--- src/rtl/ddr2_guard_pkg.sv ---
package ddr2_guard_pkg;
   typedef enum logic [2:0] {
      CMD_NOP = 3'd0,
      CMD_ACT = 3'd1,
      CMD_RD  = 3'd2,
      CMD_WR  = 3'd3,
      CMD_PRE = 3'd4,
      CMD_REF = 3'd5
   } ddr2_cmd_e;

   localparam int LIM_RCD = 0;
   localparam int LIM_RAS = 1;
   localparam int LIM_RP  = 2;
   localparam int LIM_RC  = 3;
   localparam int NUM_LIM = 4;
endpackage

--- src/rtl/ddr2_cyc_limit.sv ---
module ddr2_cyc_limit #(
   parameter int LIMIT_PS = 12500,
   parameter int TCK_W    = 16,
   parameter int CNT_W    = 6
) (
   input  logic [TCK_W-1:0] tck_ps,
   output logic [CNT_W-1:0] cycles
);
   localparam int PS_W  = $clog2(LIMIT_PS + 1);
   localparam int SUM_W = ((PS_W > TCK_W) ? PS_W : TCK_W) + 1;
   localparam logic [CNT_W-1:0] MAXC = {CNT_W{1'b1}};

   if (LIMIT_PS < 1) begin : g_bad_limit
      $error("ddr2_cyc_limit: LIMIT_PS must be positive");
   end

   logic [SUM_W-1:0] num;
   logic [SUM_W-1:0] quo;

   always_comb begin
      num = SUM_W'(LIMIT_PS) + SUM_W'(tck_ps) - SUM_W'(1);
      quo = (tck_ps == '0) ? '1 : num / SUM_W'(tck_ps);
   end

   if (SUM_W > CNT_W) begin : g_sat
      assign cycles = (quo > SUM_W'(MAXC)) ? MAXC : quo[CNT_W-1:0];
   end else begin : g_wide
      assign cycles = (tck_ps == '0) ? MAXC : CNT_W'(quo);
   end
endmodule

--- src/rtl/ddr2_bank_timer.sv ---
module ddr2_bank_timer #(
   parameter int CNT_W = 6
) (
   input  logic             clk,
   input  logic             rst_n,
   input  logic             act_go,
   input  logic             pre_go,
   input  logic [CNT_W-1:0] n_rcd,
   input  logic [CNT_W-1:0] n_ras,
   input  logic [CNT_W-1:0] n_rp,
   input  logic [CNT_W-1:0] n_rc,
   output logic             act_ok,
   output logic             col_ok,
   output logic             pre_ok,
   output logic             idle_ok
);
   logic             open_q;
   logic [CNT_W-1:0] rcd_q, ras_q, rp_q, rc_q;

   function automatic logic [CNT_W-1:0] dec_sat(input logic [CNT_W-1:0] v);
      return (v == '0) ? v : v - CNT_W'(1);
   endfunction

   always_ff @(posedge clk) begin
      if (!rst_n) begin
         open_q <= 1'b0;
         rcd_q  <= '0;
         ras_q  <= '0;
         rp_q   <= '0;
         rc_q   <= '0;
      end else begin
         if (act_go)      open_q <= 1'b1;
         else if (pre_go) open_q <= 1'b0;
         rcd_q <= act_go ? n_rcd - CNT_W'(1) : dec_sat(rcd_q);
         ras_q <= act_go ? n_ras - CNT_W'(1) : dec_sat(ras_q);
         rc_q  <= act_go ? n_rc  - CNT_W'(1) : dec_sat(rc_q);
         rp_q  <= (pre_go && open_q) ? n_rp - CNT_W'(1) : dec_sat(rp_q);
      end
   end

   assign act_ok  = !open_q && (rp_q == '0) && (rc_q == '0);
   assign col_ok  = open_q && (rcd_q == '0);
   assign pre_ok  = !open_q || (ras_q == '0);
   assign idle_ok = !open_q && (rp_q == '0);
endmodule

--- src/rtl/ddr2_bank_guard.sv ---
module ddr2_bank_guard
   import ddr2_guard_pkg::*;
#(
   parameter int BANK_W  = 3,
   parameter int TCK_W   = 16,
   parameter int CNT_W   = 6,
   parameter int TRCD_PS = 12500,
   parameter int TRAS_PS = 40000,
   parameter int TRP_PS  = 12500,
   parameter int TRC_PS  = 55000,
   localparam int NB     = 1 << BANK_W
) (
   input  logic              clk,
   input  logic              rst_n,
   input  logic [2:0]        cmd,
   input  logic [BANK_W-1:0] bank,
   input  logic              addr_ap,
   input  logic [TCK_W-1:0]  tck_ps,
   output logic [NB-1:0]     act_ok,
   output logic [NB-1:0]     col_ok,
   output logic [NB-1:0]     pre_ok,
   output logic              ref_ok,
   output logic              err
);
   localparam int LIM_PS [NUM_LIM] = '{TRCD_PS, TRAS_PS, TRP_PS, TRC_PS};

   if (BANK_W < 1 || BANK_W > 4) begin : g_bad_bank
      $error("ddr2_bank_guard: BANK_W out of range");
   end
   if (CNT_W < 2) begin : g_bad_cnt
      $error("ddr2_bank_guard: CNT_W too small");
   end

   logic [CNT_W-1:0] lim [NUM_LIM];
   logic [NB-1:0]    idle_ok, act_go, pre_go;
   logic             legal;
   logic             err_q;

   for (genvar i = 0; i < NUM_LIM; i++) begin : g_lim
      ddr2_cyc_limit #(
         .LIMIT_PS (LIM_PS[i]),
         .TCK_W    (TCK_W),
         .CNT_W    (CNT_W)
      ) u_lim (
         .tck_ps (tck_ps),
         .cycles (lim[i])
      );
   end

   always_comb begin
      case (cmd)
         CMD_ACT:        legal = act_ok[bank];
         CMD_RD, CMD_WR: legal = col_ok[bank];
         CMD_PRE:        legal = addr_ap ? (&pre_ok) : pre_ok[bank];
         CMD_REF:        legal = ref_ok;
         default:        legal = 1'b1;
      endcase
   end

   for (genvar b = 0; b < NB; b++) begin : g_bank
      assign act_go[b] = legal && (cmd == CMD_ACT) && (bank == BANK_W'(b));
      assign pre_go[b] = legal && (cmd == CMD_PRE) && (addr_ap || (bank == BANK_W'(b)));

      ddr2_bank_timer #(.CNT_W(CNT_W)) u_bank (
         .clk     (clk),
         .rst_n   (rst_n),
         .act_go  (act_go[b]),
         .pre_go  (pre_go[b]),
         .n_rcd   (lim[LIM_RCD]),
         .n_ras   (lim[LIM_RAS]),
         .n_rp    (lim[LIM_RP]),
         .n_rc    (lim[LIM_RC]),
         .act_ok  (act_ok[b]),
         .col_ok  (col_ok[b]),
         .pre_ok  (pre_ok[b]),
         .idle_ok (idle_ok[b])
      );
   end

   assign ref_ok = &idle_ok;

   always_ff @(posedge clk) begin
      if (!rst_n) err_q <= 1'b0;
      else        err_q <= !legal;
   end

   assign err = err_q;
endmodule

--- config.mk ---
export PLATFORM = sky130hd
export DESIGN_NAME = ddr2_bank_guard
export DESIGN_NICKNAME = d
export VERILOG_FILES = /design/src/rtl/ddr2_guard_pkg.sv /design/src/rtl/ddr2_cyc_limit.sv /design/src/rtl/ddr2_bank_timer.sv /design/src/rtl/ddr2_bank_guard.sv
export SDC_FILE = /design/constraint.sdc
export NUM_CORES = 2
export LEC_CHECK = 0
export ABC_AREA = 0
export CORE_MARGIN = 8
export CORE_UTILIZATION = 30
export CTS_BUF_LIST = sky130_fd_sc_hd__clkbuf_4 sky130_fd_sc_hd__clkbuf_8 sky130_fd_sc_hd__clkbuf_16
export DETAILED_ROUTE_END_ITERATION = 10
export GPL_TIMING_DRIVEN = 0
export PLACE_DENSITY = 0.46
export SLEW_MARGIN = 25
export SYNTH_ARGS = -nofsm -noshare
export SYNTH_HDL_FRONTEND = slang
export SYNTH_HIERARCHICAL = 1
export SYNTH_SLANG_ARGS = --single-unit
--- constraint.sdc ---
create_clock -name clk -period 52.5 [get_ports clk]
set_clock_uncertainty 0.15 [all_clocks]
set_input_delay 15.75 -clock clk [delete_from_list [all_inputs] [get_ports clk]]
set_output_delay 15.75 -clock clk [all_outputs]
set_load 0.05 [all_outputs]
==> After elaboration in Yosys (flattened, before gate mapping) <==
Cells that the tools add are included.
{ "word_totals": {"ff_bits": 201, "input_bits": 25, "elab_cells": 347} }
{ "op_classes": {"n_addsub": 41, "div_mod_pow": 3, "n_lt_le_gt_ge": 4, "n_eq_ne": 44, "mux": 94, "reduce_logical": 120} }
{ "op_table": {"columns": ["cell", "n"], "rows": [
  ["two-way mux 6 bit", 67],
  ["subtractor 6 x 1 -> 6 bit (second input constant)", 35],
  ["logical NOT 6 bit", 32],
  ["!= test 2 x 1 -> 1 bit (second input constant)", 32],
  ["divider 17 x 16 -> 17 bit", 3],
  ["> comparator 17 x 6 -> 1 bit (second input constant)", 3],
  ["two-way mux 17 bit", 3],
  ["subtractor 17 x 1 -> 17 bit (second input constant)", 3],
  ["logical AND 1 bit", 50],
  ["adder 16 x 16 -> 17 bit (first input constant)", 2],
  ["two-way mux 1 bit", 20],
  ["== test 3 bit (second input constant)", 6],
  ["adder 14 x 16 -> 17 bit (first input constant)", 1],
  ["logical NOT 16 bit", 1],
  ["logical OR 1 bit", 16],
  ["AND reduction 8 bit", 2],
  ["nonzero test 2 bit", 8],
  ["== test 3 x 2 -> 1 bit (second input constant)", 4],
  ["binary-select mux 1 bit (select 3 bit)", 3],
  ["logical NOT 1 bit", 9],
  ["== test 3 x 1 -> 1 bit (second input constant)", 2],
  ["< comparator 3 x 4 -> 1 bit (second input constant)", 1],
  ["case mux 1 bit (4 select lines)", 1],
  ["logical NOT 3 bit", 1],
  ["OR reduction 2 bit", 1]
]} }

==> Longest topological paths before layout <==
{ "depth": {"word_depth": 10, "mapped_depth": 157, "ltp_nobuf": 147} }

==> Modules after synthesis <==
Netlist, hierarchy kept.
{ "modules_own_cells": {"columns": ["mod", "instances", "cells_each", "area_per_inst_um2", "seq_area_each_um2"], "rows": [
  ["ddr2_bank_timer", 8, 161, 1447.6, 500.5],
  ["ddr2_cyc_limit (g_lim[0].u_lim)", 1, 1215, 8698.3, 0.0],
  ["ddr2_cyc_limit (g_lim[1].u_lim)", 1, 1224, 8658.3, 0.0],
  ["ddr2_cyc_limit (g_lim[2].u_lim)", 1, 1193, 8376.8, 0.0],
  ["ddr2_cyc_limit (g_lim[3].u_lim)", 1, 1162, 8260.4, 0.0],
  ["ddr2_bank_guard", 1, 73, 509.2, 20.0]
]} }

==> Worst setup path before layout <==
OpenSTA, ideal clock, no wires.
{ "synth_path": {"path_type": "input to register", "start": "input port tck_ps[0]", "end": "register g_bank[0].u_bank.rcd_q[4]", "setup_time_ns": 0.123, "t_arrival_ns": 45.998, "t_required_ns": 52.227, "path_slack_ns": 6.229, "path_stages": 139, "n_path_buf": 11, "path_cell_list": "buf_2 -> inv_1 -> ha_1 -> nand4b_1 -> a21o_1 -> a211oi_1 -> ha_1 -> a21oi_1 -> ha_1 -> or4b_2 -> nand2_1 -> nor3_1 -> or2_2 -> ha_1 -> a21oi_1 -> a211o_1 -> nor2_1 -> mux2_2 -> [... 103 more ...] -> nor2_1 -> xnor2_1 -> ha_1 -> nor2b_1 -> o21a_1 -> o21a_1 -> o21a_1 -> o21ai_0 -> a31oi_1 -> a211oi_1 -> o211ai_1 -> a21oi_1 -> o21ai_1 -> mux2i_1 -> ha_1 -> o21ai_0 -> xnor2_1 -> nor2_1"} }
{ "synth_rtl": {"columns": ["element", "line_no", "source"], "rows": [
  ["start: declaration", "ddr2_bank_guard.sv:18", "input logic [TCK_W-1:0] tck_ps,"],
  ["end signal: assignment", "ddr2_bank_timer.sv:34", "rcd_q <= act_go ? n_rcd - CNT_W'(1) : dec_sat(rcd_q);"],
  ["end: declaration", "ddr2_bank_timer.sv:18", "logic [CNT_W-1:0] rcd_q, ras_q, rp_q, rc_q;"]
]} }

==> reports/summary.log <==
qor: run_status.run_status finished, final reports clean
qor: routing.highest-signal-layer met4
qor: die.die_width 407.9 um
qor: logic_synthesis.synth.distinct_cells 141
qor: routing.met2_length 78070 um
qor: setup_path.rr_startpoint g_bank[7].u_bank/rc_q[0]
qor: logic_synthesis.synth.top_cells.by_count sky130_fd_sc_hd__nor2_1, sky130_fd_sc_hd__ha_1, sky130_fd_sc_hd__nand2_1
qor: power_and_ir_drop.power.ir.vdd_worst 20.99 uV
qor: setup_path.arrival 50.67 ns
qor: power_and_ir_drop.power_frac_clock 0.107
qor: routing.wl_met1 77990 um
qor: power_and_ir_drop.power.net_switching 0.0008118 W
qor: logic_synthesis.flops_latches_synth 201
qor: cells_and_area.area_growth_syn_to_layout 10.15%
qor: timing.finalSetupViolations 0
qor: logic_synthesis.synthFlopType sky130_fd_sc_hd__dfxtp_1
qor: grt.grt_max_degree 43
qor: job.max-cap-violations 0
qor: timing.rsz0062_at_grt false
qor: grt.grt_pass1_wl 258900 um
qor: routing.routedWlPerCell 19.79 um
qor: cells_and_area.fin_nets 6941
qor: cells_and_area.antenna-diode-count 0
qor: setup_path.delay_contributed_by_the_slowest_stage_of_the_critical_path 0.62 ns
qor: routing.detailroute.via_count 46930
qor: place.buffer_ports.inserted 48
qor: clock_network.clock_tree.htree_level_count 1
qor: setup_path.worstSetupStartpointType input pin
qor: logic_synthesis.synth_enable_flop_cells 0
qor: die.coreArea 153300 um2
qor: setup_path.slack_of_the_worst_reg_to_reg_path 47.76 ns
qor: grt.grt_usage 0.1864
qor: timing.fmaxAchievable 0.01984 GHz
qor: setup_path.reg2reg_to g_bank[7].u_bank/ras_q[2]
qor: power_and_ir_drop.switching_share 0.4944
qor: timing.timing_max_transition_violations_final 0
qor: power_and_ir_drop.intPower 0.0008301 W
qor: hold_path.worstHoldPathType flip-flop to flip-flop
qor: setup_path.data_required_time_at_the_worst_endpoint 52.76 ns
qor: logic_synthesis.netlist_instances 6155
qor: timing.layout_worst_path_cycle_share 0.9602
qor: power_and_ir_drop.pwr_density_cell 32.35 nW/um2
qor: timing.number_of_endpoints_with_negative_hold_slack_in_the_final_report 0
qor: place.routabilityCongestion 0.8483
qor: die.start_util 0.3006
qor: routing.dr.first_iter.drc_count 2799
qor: timing.tightest_slew 0.9874 ns
qor: die.boundaryPins 51
qor: hold_path.hold_end g_bank[0].u_bank/rc_q[5]
qor: clock_network.clock_tree.root_cell sky130_fd_sc_hd__clkbuf_16
qor: routing.wirelength 164700 um
qor: grt.number_of_antenna_violations_at_the_first_check_in_global_routing 1
qor: clock_network.cts.clk_slew.worst_paths 0.06 ns
qor: logic_synthesis.yosysMostFrequentCell sky130_fd_sc_hd__nor2_1
qor: timing.timing.slew.headroom 0.3334
qor: timing.final.setup.worst_slack 2.088 ns
qor: clock_network.cts_tree built
qor: hold_path.worstHoldPathCells 2
qor: logic_synthesis.avgSynthCellArea 7.487 um2
qor: place.place_worst_setup_slack -2.531 ns
qor: setup_path.crit_path_end_kind flip-flop
qor: clock_network.clock_sink_count 201
qor: routing.drcViolationCount 0
qor: logic_synthesis.synth.cell_area 46080 um2
qor: power_and_ir_drop.fin_total_pwr 0.001642 W
qor: logic_synthesis.synthesis.nets 6837
qor: grt.grt_pass1_vias 45450
qor: die.die_area 166400 um2
qor: routing.drt_pass1_iterations 6
qor: routing.antenna_violating_nets_post_route 0
qor: setup_path.critPathSlowestCell sky130_fd_sc_hd__clkbuf_1
qor: logic_synthesis.synth.top_cell.area_share 0.1784
qor: setup_path.critical-path-top-cell-by-count sky130_fd_sc_hd__ha_1
qor: routing.route.met3.wl 5009 um
qor: setup_path.critPathMaxFanout 20
qor: logic_synthesis.yosysWarnings 6
qor: hold_path.min-delay-start g_bank[0].u_bank/rc_q[5]
qor: logic_synthesis.synth-seq-area-share 0.08732
qor: die.rows 144
qor: logic_synthesis.postSynth.asyncResetShare 0
qor: routing.vias_per_cell 5.640
qor: clock_network.cts_buffers 24
qor: die.die_y 407.9 um
qor: cells_and_area.layout-drive-gt1-share 0.1045
qor: grt.sum_of_overflow_across_all_layers_after_global_routing 0
qor: timing.time_the_final_worst_path_needs_with_i_o_delays_and_setup 50.41 ns
qor: setup_path.worst-setup-path-type input pin to flip-flop
qor: place.post-dp-hpwl 128300 um
qor: clock_network.worst_skew_pair.late_latency 0.52 ns
qor: setup_path.r2r.worst_path.cells 16
qor: power_and_ir_drop.total_leakage_power 21.63 nW
qor: power_and_ir_drop.combinationalPowerShare 0.747
qor: logic_synthesis.synth_area_leader_cell sky130_fd_sc_hd__ha_1
qor: clock_network.cts_buffer_depth 3
qor: power_and_ir_drop.seqPwrFrac 0.147
qor: logic_synthesis.synth_top_cells_by_area sky130_fd_sc_hd__ha_1, sky130_fd_sc_hd__dfxtp_1, sky130_fd_sc_hd__xnor2_1
## state kept, by name (all words and copies together) (netlist names)
signal	flops
g_bank.u_bank/rp_q	48
g_bank.u_bank/ras_q	48
g_bank.u_bank/rcd_q	48
g_bank.u_bank/rc_q	48
err	1
g_bank.u_bank/open_q	8
## power groups by stage
stage               Combinational (W)  Clock [W]  Sequential, W
floorplan                    0.000933          0       0.000233
global placement              0.00119          0       0.000244
detailed placement            0.00121          0       0.000243
CTS                           0.00121   0.000181       0.000240
global route                  0.00137   0.000186       0.000247
finish                        0.00123   0.000175       0.000241
## placed cells by master, fill, tap and decap left out, types with 34 or more instances in the layout
master                     count
sky130_fd_sc_hd__nand3_1     127
sky130_fd_sc_hd__a211oi_1     67
sky130_fd_sc_hd__a21o_1      180
sky130_fd_sc_hd__o31ai_1      42
sky130_fd_sc_hd__inv_1       235
sky130_fd_sc_hd__and2_1       43
sky130_fd_sc_hd__nor3_1      287
sky130_fd_sc_hd__clkbuf_2     43
sky130_fd_sc_hd__o211ai_1     79
sky130_fd_sc_hd__nand2b_1     49
sky130_fd_sc_hd__o21ai_0     284
sky130_fd_sc_hd__or2_2        47
sky130_fd_sc_hd__buf_2        75
sky130_fd_sc_hd__nor2b_1      48
sky130_fd_sc_hd__clkbuf_1     34
sky130_fd_sc_hd__a21oi_1     417
sky130_fd_sc_hd__xor2_1      203
sky130_fd_sc_hd__o21a_1      172
sky130_fd_sc_hd__nor4_1       53
sky130_fd_sc_hd__a31oi_1      70
sky130_fd_sc_hd__dfxtp_1     201
sky130_fd_sc_hd__and3_1       65
sky130_fd_sc_hd__nand4_1      54
sky130_fd_sc_hd__nor3b_1      54
sky130_fd_sc_hd__mux2i_1     211
sky130_fd_sc_hd__mux2_2       95
sky130_fd_sc_hd__nand2_1     430
sky130_fd_sc_hd__xnor2_1     287
sky130_fd_sc_hd__ha_1        657
sky130_fd_sc_hd__or3_1        85
sky130_fd_sc_hd__nor2_1      656
## stage by stage
step / hold slack [ns] / TNS, ns / instances / area, um2 / util
2_1_floorplan: 0.3356 / 0 / 6155 / 46080 / -
3_3_place_gp: 0.3769 / -714.38 / 8247 / 49120 / 0.3204
3_5_place_dp: 0.3581 / -385.48 / 8257 / 49280 / 0.3214
4_1_cts: 0.3765 / -0.005549 / 8311 / 50300 / 0.3281
5_1_grt: 0.3964 / 0 / 8321 / 50760 / 0.3311
6_report: 0.3724 / 0 / 8321 / 50760 / 0.3311
## layout make-up
cell class              count  area [um2]
inverters                 251       978.4
repair inverters            3       15.01
fillers                 16500      102600
clock inverters             7       66.31
repair buffers             78       737.0
flip-flops and latches    201        4024
multi-input cells        5539       40720
well taps                2044        2557
plain buffers             161       887.1
clock buffers              37       778.2
## kinds of logic (layout without fill, tap and decap cells)
group	count (synthesis)	after routing	share of synthesized area
AND/OR/NAND/NOR	2225	2225	0.2474
AO/OA/AOI/OAI	1852	1852	0.2832
adder cells (fa/ha/maj)	657	657	0.1784
XOR/XNOR	490	490	0.09313
buffers and inverters	415	537	0.03882
multiplexers	315	315	0.07176
flip-flops	201	201	0.08732
## worst max-delay path, delay by kind of cell
kind            cells  cell delay [ns]
xor+xnor            1             0.17
mux                 4             1.30
buf+inv            21             4.57
simple gates       24             4.52
compound gates     73            18.34
fa+ha+maj          19             5.83
## routing by layer
layer / vias up / GRT usage
li1: 23430 / -
met2: 901 / 0.3292
met4: 0 / 0.03766
met5: - / 0
met1: 22400 / 0.2506
met3: 201 / 0.01010
## timing repair
item	in CTS	in global routing
gates resized for setup	37	137
gates cloned	3	0
setup endpoints to repair	192	192
pin swaps	0	4
buffers inserted	7	13
hold buffers	0	0
## worst max path at each step
stage / start / end / slack (ns)
floorplan: tck_ps[0] / g_bank[0].u_bank/rcd_q[4] / 6.23
global route: tck_ps[0] / g_bank[4].u_bank/rc_q[4] / 0.0007
global placement: tck_ps[1] / g_bank[5].u_bank/rp_q[4] / -4.25
CTS: tck_ps[3] / g_bank[6].u_bank/rcd_q[4] / -0.005
detailed placement: tck_ps[1] / g_bank[6].u_bank/rcd_q[4] / -2.53
finish: tck_ps[0] / g_bank[7].u_bank/rc_q[4] / 2.09
Power figures use the tool's default switching activity.
